`src/rtl/rxr_pkg.sv`:
```
package rxr_pkg;

    typedef logic [15:0] ptr_t;

    // register addresses
    localparam logic [1:0] REG_RDPTR = 2'd0;
    localparam logic [1:0] REG_IRQ   = 2'd1;
    localparam logic [1:0] REG_STAT  = 2'd2;
    localparam logic [1:0] REG_WRPTR = 2'd3;

    // interrupt status bit positions
    localparam int IRQ_OK_BIT  = 0;
    localparam int IRQ_ERR_BIT = 1;
    localparam int IRQ_OVF_BIT = 4;

    // software pointer bias and its reset image (consumed offset 0)
    localparam ptr_t RDPTR_BIAS = 16'd16;
    localparam ptr_t RDPTR_RST  = 16'hFFF0;

    localparam int HDR_BYTES = 4;

endpackage

```
`src/rtl/rxr_space.sv`:
```
module rxr_space
    import rxr_pkg::*;
#(
    parameter int BASE_BYTES = 8192,
    parameter int MAX_SHIFT  = 2
) (
    input  logic [1:0]  size_idx,
    input  ptr_t        capr,
    input  ptr_t        start,
    input  ptr_t        wr,
    output logic [16:0] size,
    output ptr_t        mask,
    output ptr_t        used,
    output logic        empty
);
    logic [1:0] shift;
    ptr_t       rd_off;

    always_comb begin
        shift  = (32'(size_idx) > MAX_SHIFT) ? 2'(MAX_SHIFT) : size_idx;
        size   = 17'(BASE_BYTES) << shift;
        mask   = ptr_t'(size - 17'd1);
        rd_off = (capr + RDPTR_BIAS) & mask;
        used   = (start - rd_off) & mask;
        empty  = (rd_off == wr);
    end

endmodule

```
`src/rtl/rxr_regs.sv`:
```
module rxr_regs
    import rxr_pkg::*;
(
    input  logic        clk,
    input  logic        rst_n,
    input  logic        reg_we,
    input  logic [1:0]  reg_addr,
    input  logic [15:0] reg_wdata,
    output logic [15:0] reg_rdata,
    input  logic        ev_ok,
    input  logic        ev_err,
    input  logic        ev_ovf,
    input  logic        empty,
    input  ptr_t        wr_ptr,
    output ptr_t        capr,
    output logic [15:0] irq
);
    typedef struct packed {
        ptr_t        capr;
        logic [15:0] irq;
    } regs_t;

    regs_t q, d;

    always_comb begin
        d = q;
        if (reg_we && reg_addr == REG_RDPTR) d.capr = reg_wdata;
        if (reg_we && reg_addr == REG_IRQ)   d.irq  = q.irq & ~reg_wdata;
        if (ev_ok)  d.irq[IRQ_OK_BIT]  = 1'b1;
        if (ev_err) d.irq[IRQ_ERR_BIT] = 1'b1;
        if (ev_ovf) d.irq[IRQ_OVF_BIT] = 1'b1;
    end

    always_ff @(posedge clk) begin
        if (!rst_n) begin
            q.capr <= RDPTR_RST;
            q.irq  <= '0;
        end else begin
            q <= d;
        end
    end

    always_comb begin
        case (reg_addr)
            REG_RDPTR: reg_rdata = q.capr;
            REG_IRQ:   reg_rdata = q.irq;
            REG_STAT:  reg_rdata = {15'b0, empty};
            default:   reg_rdata = wr_ptr;
        endcase
    end

    assign capr = q.capr;
    assign irq  = q.irq;

endmodule

```
`src/rtl/rxr_ring_writer.sv`:
```
module rxr_ring_writer
    import rxr_pkg::*;
#(
    parameter int BASE_RING_BYTES = 8192,
    parameter int MAX_SIZE_SHIFT  = 2,
    localparam int AW = $clog2(BASE_RING_BYTES) + MAX_SIZE_SHIFT
) (
    input  logic          clk,
    input  logic          rst_n,
    input  logic [1:0]    cfg_size_idx,
    input  logic          in_valid,
    input  logic [7:0]    in_data,
    input  logic          in_last,
    input  logic [4:0]    in_err,
    input  logic [2:0]    in_cast,
    output logic          mem_we,
    output logic [AW-1:0] mem_addr,
    output logic [31:0]   mem_wdata,
    output logic [3:0]    mem_be,
    input  logic          reg_we,
    input  logic [1:0]    reg_addr,
    input  logic [15:0]   reg_wdata,
    output logic [15:0]   reg_rdata
);
    typedef struct packed {
        ptr_t          start;     // offset where the current frame begins
        ptr_t          wr;        // committed write pointer
        logic [15:0]   cnt;       // bytes received in current frame
        logic [23:0]   acc;       // partial word
        logic          drop;      // current frame refused
        logic          hdr_pend;
        logic [31:0]   hdr_word;
        logic [AW-1:0] hdr_addr;
        ptr_t          hdr_next;
        logic          mem_we;
        logic [AW-1:0] mem_addr;
        logic [31:0]   mem_wdata;
        logic [3:0]    mem_be;
        logic          ev_ok;
        logic          ev_err;
        logic          ev_ovf;
    } wst_t;

    wst_t q, d;

    logic [16:0] ring_size;
    ptr_t        ring_mask;
    ptr_t        ring_used;
    logic        ring_empty;
    ptr_t        capr;
    ptr_t        wr_ptr;
    logic [15:0] irq;

    assign wr_ptr = q.wr;

    rxr_space #(
        .BASE_BYTES (BASE_RING_BYTES),
        .MAX_SHIFT  (MAX_SIZE_SHIFT)
    ) space_i (
        .size_idx (cfg_size_idx),
        .capr     (capr),
        .start    (q.start),
        .wr       (q.wr),
        .size     (ring_size),
        .mask     (ring_mask),
        .used     (ring_used),
        .empty    (ring_empty)
    );

    rxr_regs regs_i (
        .clk       (clk),
        .rst_n     (rst_n),
        .reg_we    (reg_we),
        .reg_addr  (reg_addr),
        .reg_wdata (reg_wdata),
        .reg_rdata (reg_rdata),
        .ev_ok     (q.ev_ok),
        .ev_err    (q.ev_err),
        .ev_ovf    (q.ev_ovf),
        .empty     (ring_empty),
        .wr_ptr    (wr_ptr),
        .capr      (capr),
        .irq       (irq)
    );

    logic [1:0]  lane;
    logic [31:0] word;
    logic [4:0]  be_wide;
    logic        word_done;
    logic [15:0] woff;
    logic [17:0] need;
    logic        fits;
    logic        drop_now;
    logic [15:0] flen;
    logic [16:0] footprint;
    ptr_t        nxt_start;
    ptr_t        data_off;
    logic [15:0] status;

    always_comb begin
        d        = q;
        d.mem_we = 1'b0;
        d.mem_be = 4'b0;
        d.ev_ok  = 1'b0;
        d.ev_err = 1'b0;
        d.ev_ovf = 1'b0;

        lane      = q.cnt[1:0];
        word      = {8'h00, q.acc};
        word[{lane, 3'b000} +: 8] = in_data;
        be_wide   = (5'd2 << lane) - 5'd1;
        word_done = (lane == 2'd3) || in_last;
        woff      = {q.cnt[15:2], 2'b00};
        need      = 18'(ring_used) + 18'(woff) + 18'(2 * HDR_BYTES);
        fits      = need < 18'(ring_size);
        drop_now  = q.drop || (word_done && !fits);
        flen      = q.cnt + 16'd1;
        footprint = (17'(flen) + 17'(HDR_BYTES) + 17'd3) & ~17'd3;
        nxt_start = ptr_t'(17'(q.start) + footprint) & ring_mask;
        data_off  = (q.start + ptr_t'(HDR_BYTES) + woff) & ring_mask;
        status    = {in_cast[2], in_cast[1], in_cast[0], 7'b0, in_err, ~|in_err};

        // header of the previous frame goes out first
        if (q.hdr_pend) begin
            d.mem_we    = 1'b1;
            d.mem_addr  = q.hdr_addr;
            d.mem_wdata = q.hdr_word;
            d.mem_be    = 4'hF;
            d.wr        = q.hdr_next;
            d.hdr_pend  = 1'b0;
        end

        if (in_valid) begin
            d.acc = (lane == 2'd3) ? 24'h0 : word[23:0];
            d.cnt = flen;
            if (word_done && !drop_now) begin
                d.mem_we    = 1'b1;
                d.mem_addr  = data_off[AW-1:0];
                d.mem_wdata = word;
                d.mem_be    = be_wide[3:0];
            end
            d.drop = drop_now;
            if (in_last) begin
                if (drop_now) begin
                    d.ev_ovf = 1'b1;
                end else begin
                    d.hdr_pend = 1'b1;
                    d.hdr_addr = q.start[AW-1:0];
                    d.hdr_word = {flen, status};
                    d.hdr_next = nxt_start;
                    d.start    = nxt_start;
                    d.ev_ok    = ~|in_err;
                    d.ev_err   = |in_err;
                end
                d.cnt  = '0;
                d.acc  = '0;
                d.drop = 1'b0;
            end
        end
    end

    always_ff @(posedge clk) begin
        if (!rst_n) begin
            q <= '0;
        end else begin
            q <= d;
        end
    end

    assign mem_we    = q.mem_we;
    assign mem_addr  = q.mem_addr;
    assign mem_wdata = q.mem_wdata;
    assign mem_be    = q.mem_be;

endmodule

```
`config.mk`:
```
export PLATFORM = sky130hd
export DESIGN_NAME = rxr_ring_writer
export DESIGN_NICKNAME = d
export VERILOG_FILES = /design/src/rtl/rxr_pkg.sv /design/src/rtl/rxr_space.sv /design/src/rtl/rxr_regs.sv /design/src/rtl/rxr_ring_writer.sv
export SDC_FILE = /design/constraint.sdc
export NUM_CORES = 1
export LEC_CHECK = 0
export ABC_AREA = 1
export BUFFER_PORTS_ARGS = -buffer_cell sky130_fd_sc_hd__buf_2
export CORE_AREA = 2 2 166 168
export CTS_CLUSTER_SIZE = 10
export DETAILED_ROUTE_END_ITERATION = 8
export DIE_AREA = 0 0 168 170
export PLACE_DENSITY = 0.61
export SLEW_MARGIN = 20
export SYNTH_ARGS = -nofsm -noshare
export SYNTH_HDL_FRONTEND = slang
export SYNTH_SLANG_ARGS = --single-unit
```
`constraint.sdc`:
```
create_clock -name clk -period 6.7 [get_ports clk]
set_input_delay 1.34 -clock clk [delete_from_list [all_inputs] [get_ports clk]]
set_output_delay 1.34 -clock clk [all_outputs]
set_load 0.005 [all_outputs]
```
==> results summary, run 1 <==
The instance area after placement is 0.0122 sq mm. The global routing usage summed across all routing layers came out at 0.239. The DRC violation count after routing came out at 0. The worst setup path is launched from a flop. The clock reaches the later pin of the worst-skew pair after 0.46 ns. The overflow left after global routing is 0. The most numerous cell type found on the critical path is sky130_fd_sc_hd__nand2_1. The core utilization of the finished layout came out at 0.481.

IR analysis of the VDD net gives a maximum drop of 119 uV. The peak clock frequency supported by timing came out at 0.166 GHz. The number of core rows came out at 60. The relative slew slack came out at 0.416. The count of cells along the worst register-to-register path came out at 33. The horizontal die dimension is between 150 and 200 microns.

Dividing total power by cell area gives a power density of 211 mW/mm^2. The area taken by multi-input logic gates is 0.00657 sq mm. After synthesis, the largest family of logic cells by area is simple AND/OR/NAND/NOR gates.

The run finished with clean final reports. The final worst-path cycle share is 0.899. The starting density of the core is 0.444. The power after layout is between 2 and 3 mW. The number of warnings reported in the yosys synthesis log is 0. The post-layout net count is 1900. The slew at the pin closest to its max-slew limit came out at just under 0.9 ns. Among all flip-flop cells after synthesis, the most frequent one is sky130_fd_sc_hd__dfxtp_1. The I/O pin count came out at 109. The share of the synthesized netlist area taken by xor and xnor gates is 0.0435. The worst hold path was traced through 2 stages. The post-route antenna net violation count is 0. In the final routed layout, each cell accounts on average for 16.0 microns. The required time of the critical path is 7.06 ns. The first global-routing pass estimated roughly 54000 microns of wire. Clock-pin slew was measured on the worst setup and hold paths at 0.08 ns.

The mapped netlist covers 0.0118 sq mm. The proportion of total power due to net switching is 0.317. The number of inserted diodes is 0. The sequential cell fraction of total power is 0.449. Ranked by total cell area, the synthesized netlist is headed by sky130_fd_sc_hd__dfxtp_1, sky130_fd_sc_hd__nand2_1, sky130_fd_sc_hd__ha_1. The summed negative setup slack over all endpoints came out at 0 ns. Setup violations remaining at the end of the flow were counted as 0.

The synthesized design spends more area on one cell type than any other, namely sky130_fd_sc_hd__dfxtp_1. The number of antenna violations at the first check in global routing came to 0. The post-synthesis average cell area came out at 6.76 sq um. The synthesized flop and latch total is 194. The share of total power dissipated in combinational logic is 0.168. The count of hold buffers inserted by post-cts repair came out at 0. The count of TritonRoute iterations in the first routing pass came out at 7. The number of buffers created by CTS came out at 17.

Of the total synthesized cell area, the portion taken by full adders, half adders and majority gates is 0.0961. Among all stages on the critical path, the largest delay is contributed by sky130_fd_sc_hd__dfxtp_1. The number of nets in the synthesized netlist is 1878. The sequential element share of the synthesized area came out at 0.328.

The CTS sink count came out at 194. Across the whole layout, storage elements account for 0.00388 sq mm. The core area is ~0.027 sq mm. The share of flip-flops with an asynchronous set or reset after synthesis came out at 0. Of the total power, the clock network draws 0.383. The area of the die came out at 0.0286 sq mm. TritonCTS built the clock tree. Of the cells placed in the final design, the portion with a size suffix greater than 1 is 0.0976.

In the synthesized netlist, the cells that appear most often are sky130_fd_sc_hd__nand2_1, sky130_fd_sc_hd__dfxtp_1, sky130_fd_sc_hd__inv_1. The chip height is 170 microns. The share of the synthesized area in compound gates (AO/OA/AOI/OAI) is 0.130. Yosys instantiated no cell more often than sky130_fd_sc_hd__nand2_1.

The total of max-cap violations is 0. The tightest min-delay check is of the flop to flop type. The pin count of the biggest net entering global routing is 62. The biggest cell delay along the critical path came out at 0.54 ns. The maximum buffer depth of the clock tree came out at 2. For the finished layout, the period the worst path requires is around 6 ns. Setup repair after global routing left no endpoint under its margin.

The minimum setup slack after placement came out at 0.0774 ns. The number of global-route vias before repair came out at 10300. After routing the design area is 0.0128 sq mm. CTS placed an instance of sky130_fd_sc_hd__clkbuf_16 at the clock tree root. The simple-gate share of the synthesized area is 0.281. The count of different cell masters after synthesis came out at 48.

The critical-path maximum fanout came out at 15. The CTS H-tree depth came out at 4. STA classifies the critical path endpoint as a flop. Across the routed clock network, the largest skew measured is roughly 0.020 ns.

Counting every instance in the synthesized netlist gives approximately 1700. The placer congestion estimate came out at between 0.8 and 0.9. The final routed wirelength across all metal layers is 34100 microns.

The share of synthesized area in the top cell type comes to 0.328. The wire-length estimate of the detail-placed layout is 25200 microns. The via count came out at 11000. The per-cell via count in the routed design came out at 5.17.

After the first detailed-routing iteration, the DRC count stood at between 700 and 800. In this run, synthesis inferred 0 flip-flops with an integrated enable. The total net switching power came out at 0.855 mW.

The total internal power is 1.85 mW. The count of final max-slew check failures came out at 0. The multiplexer share of the synthesized area is 0.00339. The synthesis-to-finish area growth is 8.41%.

Fill cells in the final layout number 2776. The least setup slack across all paths after layout came out at about 0.67 ns. STA puts the critical path data arrival time at 6.39 ns. In this run the tool buffered the top-level ports with 108 buffer cells.

The post-CTS resize count came out at 0. The post-CTS setup repair buffer count came out at 0. The number of endpoints with negative hold slack in the final report came out at 0.

The cell leakage power is 6.18 nW. The setup path with the least slack is of type flop to flop.
==> layout make-up <==
class	count	area share
multi-input cells	1243	0.512
repair buffers	117	0.0474
inverters	197	0.0578
well taps	341	0.0333
clock buffers	18	0.0335
flip-flops and latches	194	0.303
clock inverters	14	0.0126
==> state kept, by name (all words and copies together) (netlist names) <==
signal and cells:
wr_ptr 14, mem_be 4, lane 2, q 95, regs_i.capr 16, mem_addr 15
regs_i.irq 16, mem_wdata 32
==> layout by cell type (no fill, tap or decap), drive strengths merged, types with 2 or more instances in the layout <==
| cell | Yosys | final |
|---|---|---|
| a21o | 3 | 3 |
| a21oi | 142 | 142 |
| a31o | 2 | 2 |
| a31oi | 5 | 5 |
| buf | 70 | 117 |
| clkbuf | 44 | 18 |
| clkinv | 2 | 8 |
| conb | 2 | 2 |
| dfxtp | 194 | 194 |
| fa | 3 | 3 |
| ha | 86 | 86 |
| inv | 195 | 202 |
| mux2i | 4 | 4 |
| nand2 | 533 | 533 |
| nand3 | 106 | 106 |
| nand3b | 2 | 2 |
| nand4 | 16 | 16 |
| nor2 | 128 | 128 |
| nor3 | 18 | 18 |
| nor4 | 2 | 2 |
| o211ai | 17 | 17 |
| o21a | 3 | 3 |
| o21ai | 78 | 78 |
| o21bai | 3 | 3 |
| o221ai | 5 | 5 |
| o22ai | 16 | 16 |
| o32ai | 2 | 2 |
| or2 | 4 | 4 |
| xnor2 | 13 | 13 |
| xor2 | 44 | 44 |
==> path summary, 6_finish.rpt <==
kind | start | to | slack (ns)
setup / recovery | regs_i.capr[4] | q[78] | 0.67
hold / removal | q[70] | q[70] | 0.44
setup reg to reg | regs_i.capr[4] | q[78] | 0.67
hold reg to reg | q[70] | q[70] | 0.44
==> worst max-delay path, delay by kind of cell (launching register included) <==
family	cells	cell delay, ns
and+or+nand+nor	18	1.95
adders and majority gates	5	1.56
AOI/OAI and AO/OA	6	1.17
DFF	1	0.54
xor gates and xnor gates	2	0.39
buffers and inverters	2	0.33
==> metrics by stage <==
stage / cells / hold WS, ns
after floorplan: 1748 / 0.413
after global placement: 2092 / 0.429
after detailed placement: 2092 / 0.431
after CTS: 2124 / 0.443
after global routing: 2124 / 0.472
final: 2124 / 0.440
==> logic make-up after synthesis <==
group	after synthesis
AND/OR/NAND/NOR	811
buffers and inverters	311
AO/OA/AOI/OAI	280
flip-flops	194
adder cells (fa/ha/maj)	89
XOR/XNOR	57
multiplexers	4
other	2
==> power groups by stage <==
stage | clock network (mW) | registers, mW | logic, mW
floorplan | 0 | 1.23 | 0.340
global placement | 0 | 1.24 | 0.450
detailed placement | 0 | 1.24 | 0.454
CTS | 1.05 | 1.21 | 0.456
global route | 1.09 | 1.22 | 0.515
finish | 1.03 | 1.21 | 0.454
==> per-layer routing <==
| layer | vias up | track usage | share of wire |
|---|---|---|---|
| met5 | - | 0 | 0 |
| met1 | 5058 | 0.312 | 0.46 |
| li1 | 5631 | - | - |
| met3 | 49 | 0.0291 | 0.042 |
| met2 | 249 | 0.407 | 0.47 |
| met4 | 0 | 0.0854 | 0.028 |
(Power assumes the default switching activity.)
==> inputs of run 2 (changes only) <==
--- a/config.mk
+++ b/config.mk
@@ -11,7 +11,7 @@
 export CTS_CLUSTER_SIZE = 10
 export DETAILED_ROUTE_END_ITERATION = 8
 export DIE_AREA = 0 0 168 170
-export PLACE_DENSITY = 0.61
+export PLACE_DENSITY = 0.7
 export SLEW_MARGIN = 20
 export SYNTH_ARGS = -nofsm -noshare
 export SYNTH_HDL_FRONTEND = slang
==> results summary, run 2 (synthesis gave the netlist of run 1 again) <==
The critical-path maximum fanout came out at 25. The CTS sink count came out at just under 200. The power after layout is 2.79 mW. In the finished design, the share of the clock period the worst path needs comes to 0.880. The run finished with clean final reports. Hold timing on the final database bottoms out at a slack of ~0.44 ns. The combinational share of power is 0.161. The maximum buffer depth of the clock tree came out at 2. The starting density of the core came out at 0.444.

The critical path buffer and inverter count came out at 5. Across all register-to-register paths, the minimum setup slack is 0.83 ns. The number of antenna violations at the first check in global routing came out at 0.

Leaving out filler cells and counting taps, the final layout contains between 2000 and 2500. The number of filler cells placed in the layout is 2665. The worst register-to-register path ends at q[110]. In this run the critical register-to-register path is launched from regs_i.capr[6]. The power density of the placed cells came out at 216 mW/mm^2.

In this run the worst hold path is classified as flop to flop. Counting stages on the worst path, the most repeated cell is sky130_fd_sc_hd__nand2_1. At the end of the flow the core is filled with cells to 0.484.

The summed negative setup slack over all endpoints is 0 ns. Relative to the synthesized area, the layout overhead comes to 8.97%. During placement, the flow inserted port buffers numbering 108. The I/O pin count came out at ~110. The iteration-0 DRC count of the detailed router is 778. The wire length of the first global-routing pass is 53900 microns. Once the clock tree was built, the resizer swapped 0 gates to a different size. The number of cells in the design after placement is 2094. After layout, the minimum clock period comes to 5.89 ns.

The cell leakage power is 6.21 nW. The pin count of the biggest net entering global routing is 88. The clock tree from TritonCTS is yes. Routability-driven placement finished with a final weighted congestion of 0.920. The final routed wirelength across all metal layers is between 30000 and 40000 microns. Counting cells, the worst reg-to-reg path comes to 35. The share of power burned in the clock network came out at 0.404.

The share of layout cells above drive strength 1 is 0.0997. The data arrival at the endpoint of the critical path came out at between 6 and 7 ns. The total of max-cap violations is 0. The final count of negative-setup-slack endpoints came out at 0. The count of TritonRoute iterations in the first routing pass came out at 7. The proportion of total power due to net switching is 0.318. The slew at the pin closest to its max-slew limit is ~1.0 ns.

Broken down by cell family, the worst path's largest delay share belongs to simple AND/OR/NAND/NOR gates. The DRC violation count after routing is 0. Counting the buffers created by CTS gives 17. The repair_antennas step left the layout with diodes totalling 0. The worst hold path begins at q[70]. The overflow left after global routing is 0. The sequential cell fraction of total power came out at 0.435. The wire length per cell came out at 15.5 microns. The CTS root buffer is sky130_fd_sc_hd__clkbuf_16.

Setup repair after global routing left no endpoint under its margin. The number of global-route vias before repair came out at 10800. The total internal power is about 1.9 mW. Once detail routing completed, the nets flagged for antenna violations numbered 0.

The worst setup path is launched from a primary input. The per-cell via count in the routed design is 5.22. The worst hold path was traced through 2 stages.

The global routing usage summed across all routing layers came out at 0.234. The slowest cell on the critical path is sky130_fd_sc_hd__nor2_1. The horizontal die dimension came out at 168 microns. The library cell used most frequently in the layout, excluding fill and tap cells, is sky130_fd_sc_hd__nand2_1. The relative slew slack is 0.319. The clock reaches the later pin of the worst-skew pair after 0.45 ns.

The setup skew after layout is 0.0252 ns. The largest register by flop count is q. The biggest cell delay along the critical path came out at roughly 0.37 ns.

The via count came out at 11100. The count of hold buffers inserted by post-cts repair came out at 0. The required time of the critical path came out at 7.06 ns. The post-CTS setup repair buffer count is 0. The end of the worst hold path is q[70].

The worst setup path is captured at a flop. The post-detailed-placement half-perimeter wirelength is 24300 microns. The count of final max-slew check failures was 0. The clock tree synthesis step divided the H-tree into 4 levels.

For this run, the post-layout net count is 1902. The flip-flop count of the largest register, all copies and words added came out at 95. The total net switching power is 0.886 mW. The peak clock frequency supported by timing came out at 0.170 GHz.

The worst setup path is of the primary input to flop kind. The core area is 0.0267 sq mm. The number of core rows is 60.

In the layout the commonest cells are sky130_fd_sc_hd__nand2_1, sky130_fd_sc_hd__dfxtp_1, sky130_fd_sc_hd__inv_1. The number of endpoints with negative hold slack in the final report came out at 0. The chip height came out at 170 microns. The maximum vdd ir drop came out at between 150 and 200 uV. The area of the die is 0.0286 sq mm. After clock tree synthesis, the clock-pin slew on the worst setup and hold paths is 0.08 ns.
run 2: layout make-up:
class,count,area [sq um],area share
clock buffer,17,425,0.0330
clock inverter,15,215,0.0167
inverter,197,741,0.0575
multi-input combinational,1243,6570,0.510
sequential,194,3890,0.302
tap,341,427,0.0331
timing repair buffer,119,623,0.0484
run 2: power groups by stage:
stage / registers, mW / clock network, mW / logic (mW)
2_1_floorplan: 1.23 / 0 / 0.340
3_3_place_gp: 1.24 / 0 / 0.435
3_5_place_dp: 1.24 / 0 / 0.442
4_1_cts: 1.21 / 1.13 / 0.446
5_1_grt: 1.22 / 1.18 / 0.507
6_report: 1.21 / 1.13 / 0.448
run 2: metrics by stage:
| stage | cell area, sq um | setup slack (ns) |
|---|---|---|
| 2_1_floorplan | 11800 | 1.75 |
| 3_3_place_gp | 12200 | 0.343 |
| 3_5_place_dp | 12200 | 0.247 |
| 4_1_cts | 12900 | 0.573 |
| 5_1_grt | 12900 | 0.0992 |
| 6_report | 12900 | 0.806 |
run 2: layer usage:
layer  vias to the layer above  part of all wire  global-route usage
met5                         -                 0                   0
met4                         0             0.025              0.0832
met3                        55             0.047              0.0309
met2                       303              0.48               0.410
met1                      5111              0.45               0.295
li1                       5635                 -                   -
run 2: tightest hold or removal path, stage by stage, from the launching register on:
cell and delay, ns:
sky130_fd_sc_hd__dfxtp_1 0.31, sky130_fd_sc_hd__inv_1 0.06, sky130_fd_sc_hd__nor2_1 0.04
run 2: worst max path at each step:
stage | from | to | slack (ns) | cells after the start
2_1_floorplan | cfg_size_idx[0] | q[86] | 1.75 | 30
6_report | cfg_size_idx[1] | q[110] | 0.81 | 30
3_3_place_gp | cfg_size_idx[1] | mem_addr[9] | 0.34 | 30
4_1_cts | regs_i.capr[4] | mem_addr[5] | 0.57 | 33
3_5_place_dp | cfg_size_idx[1] | mem_addr[5] | 0.25 | 30
5_1_grt | regs_i.capr[6] | mem_addr[9] | 0.1 | 35
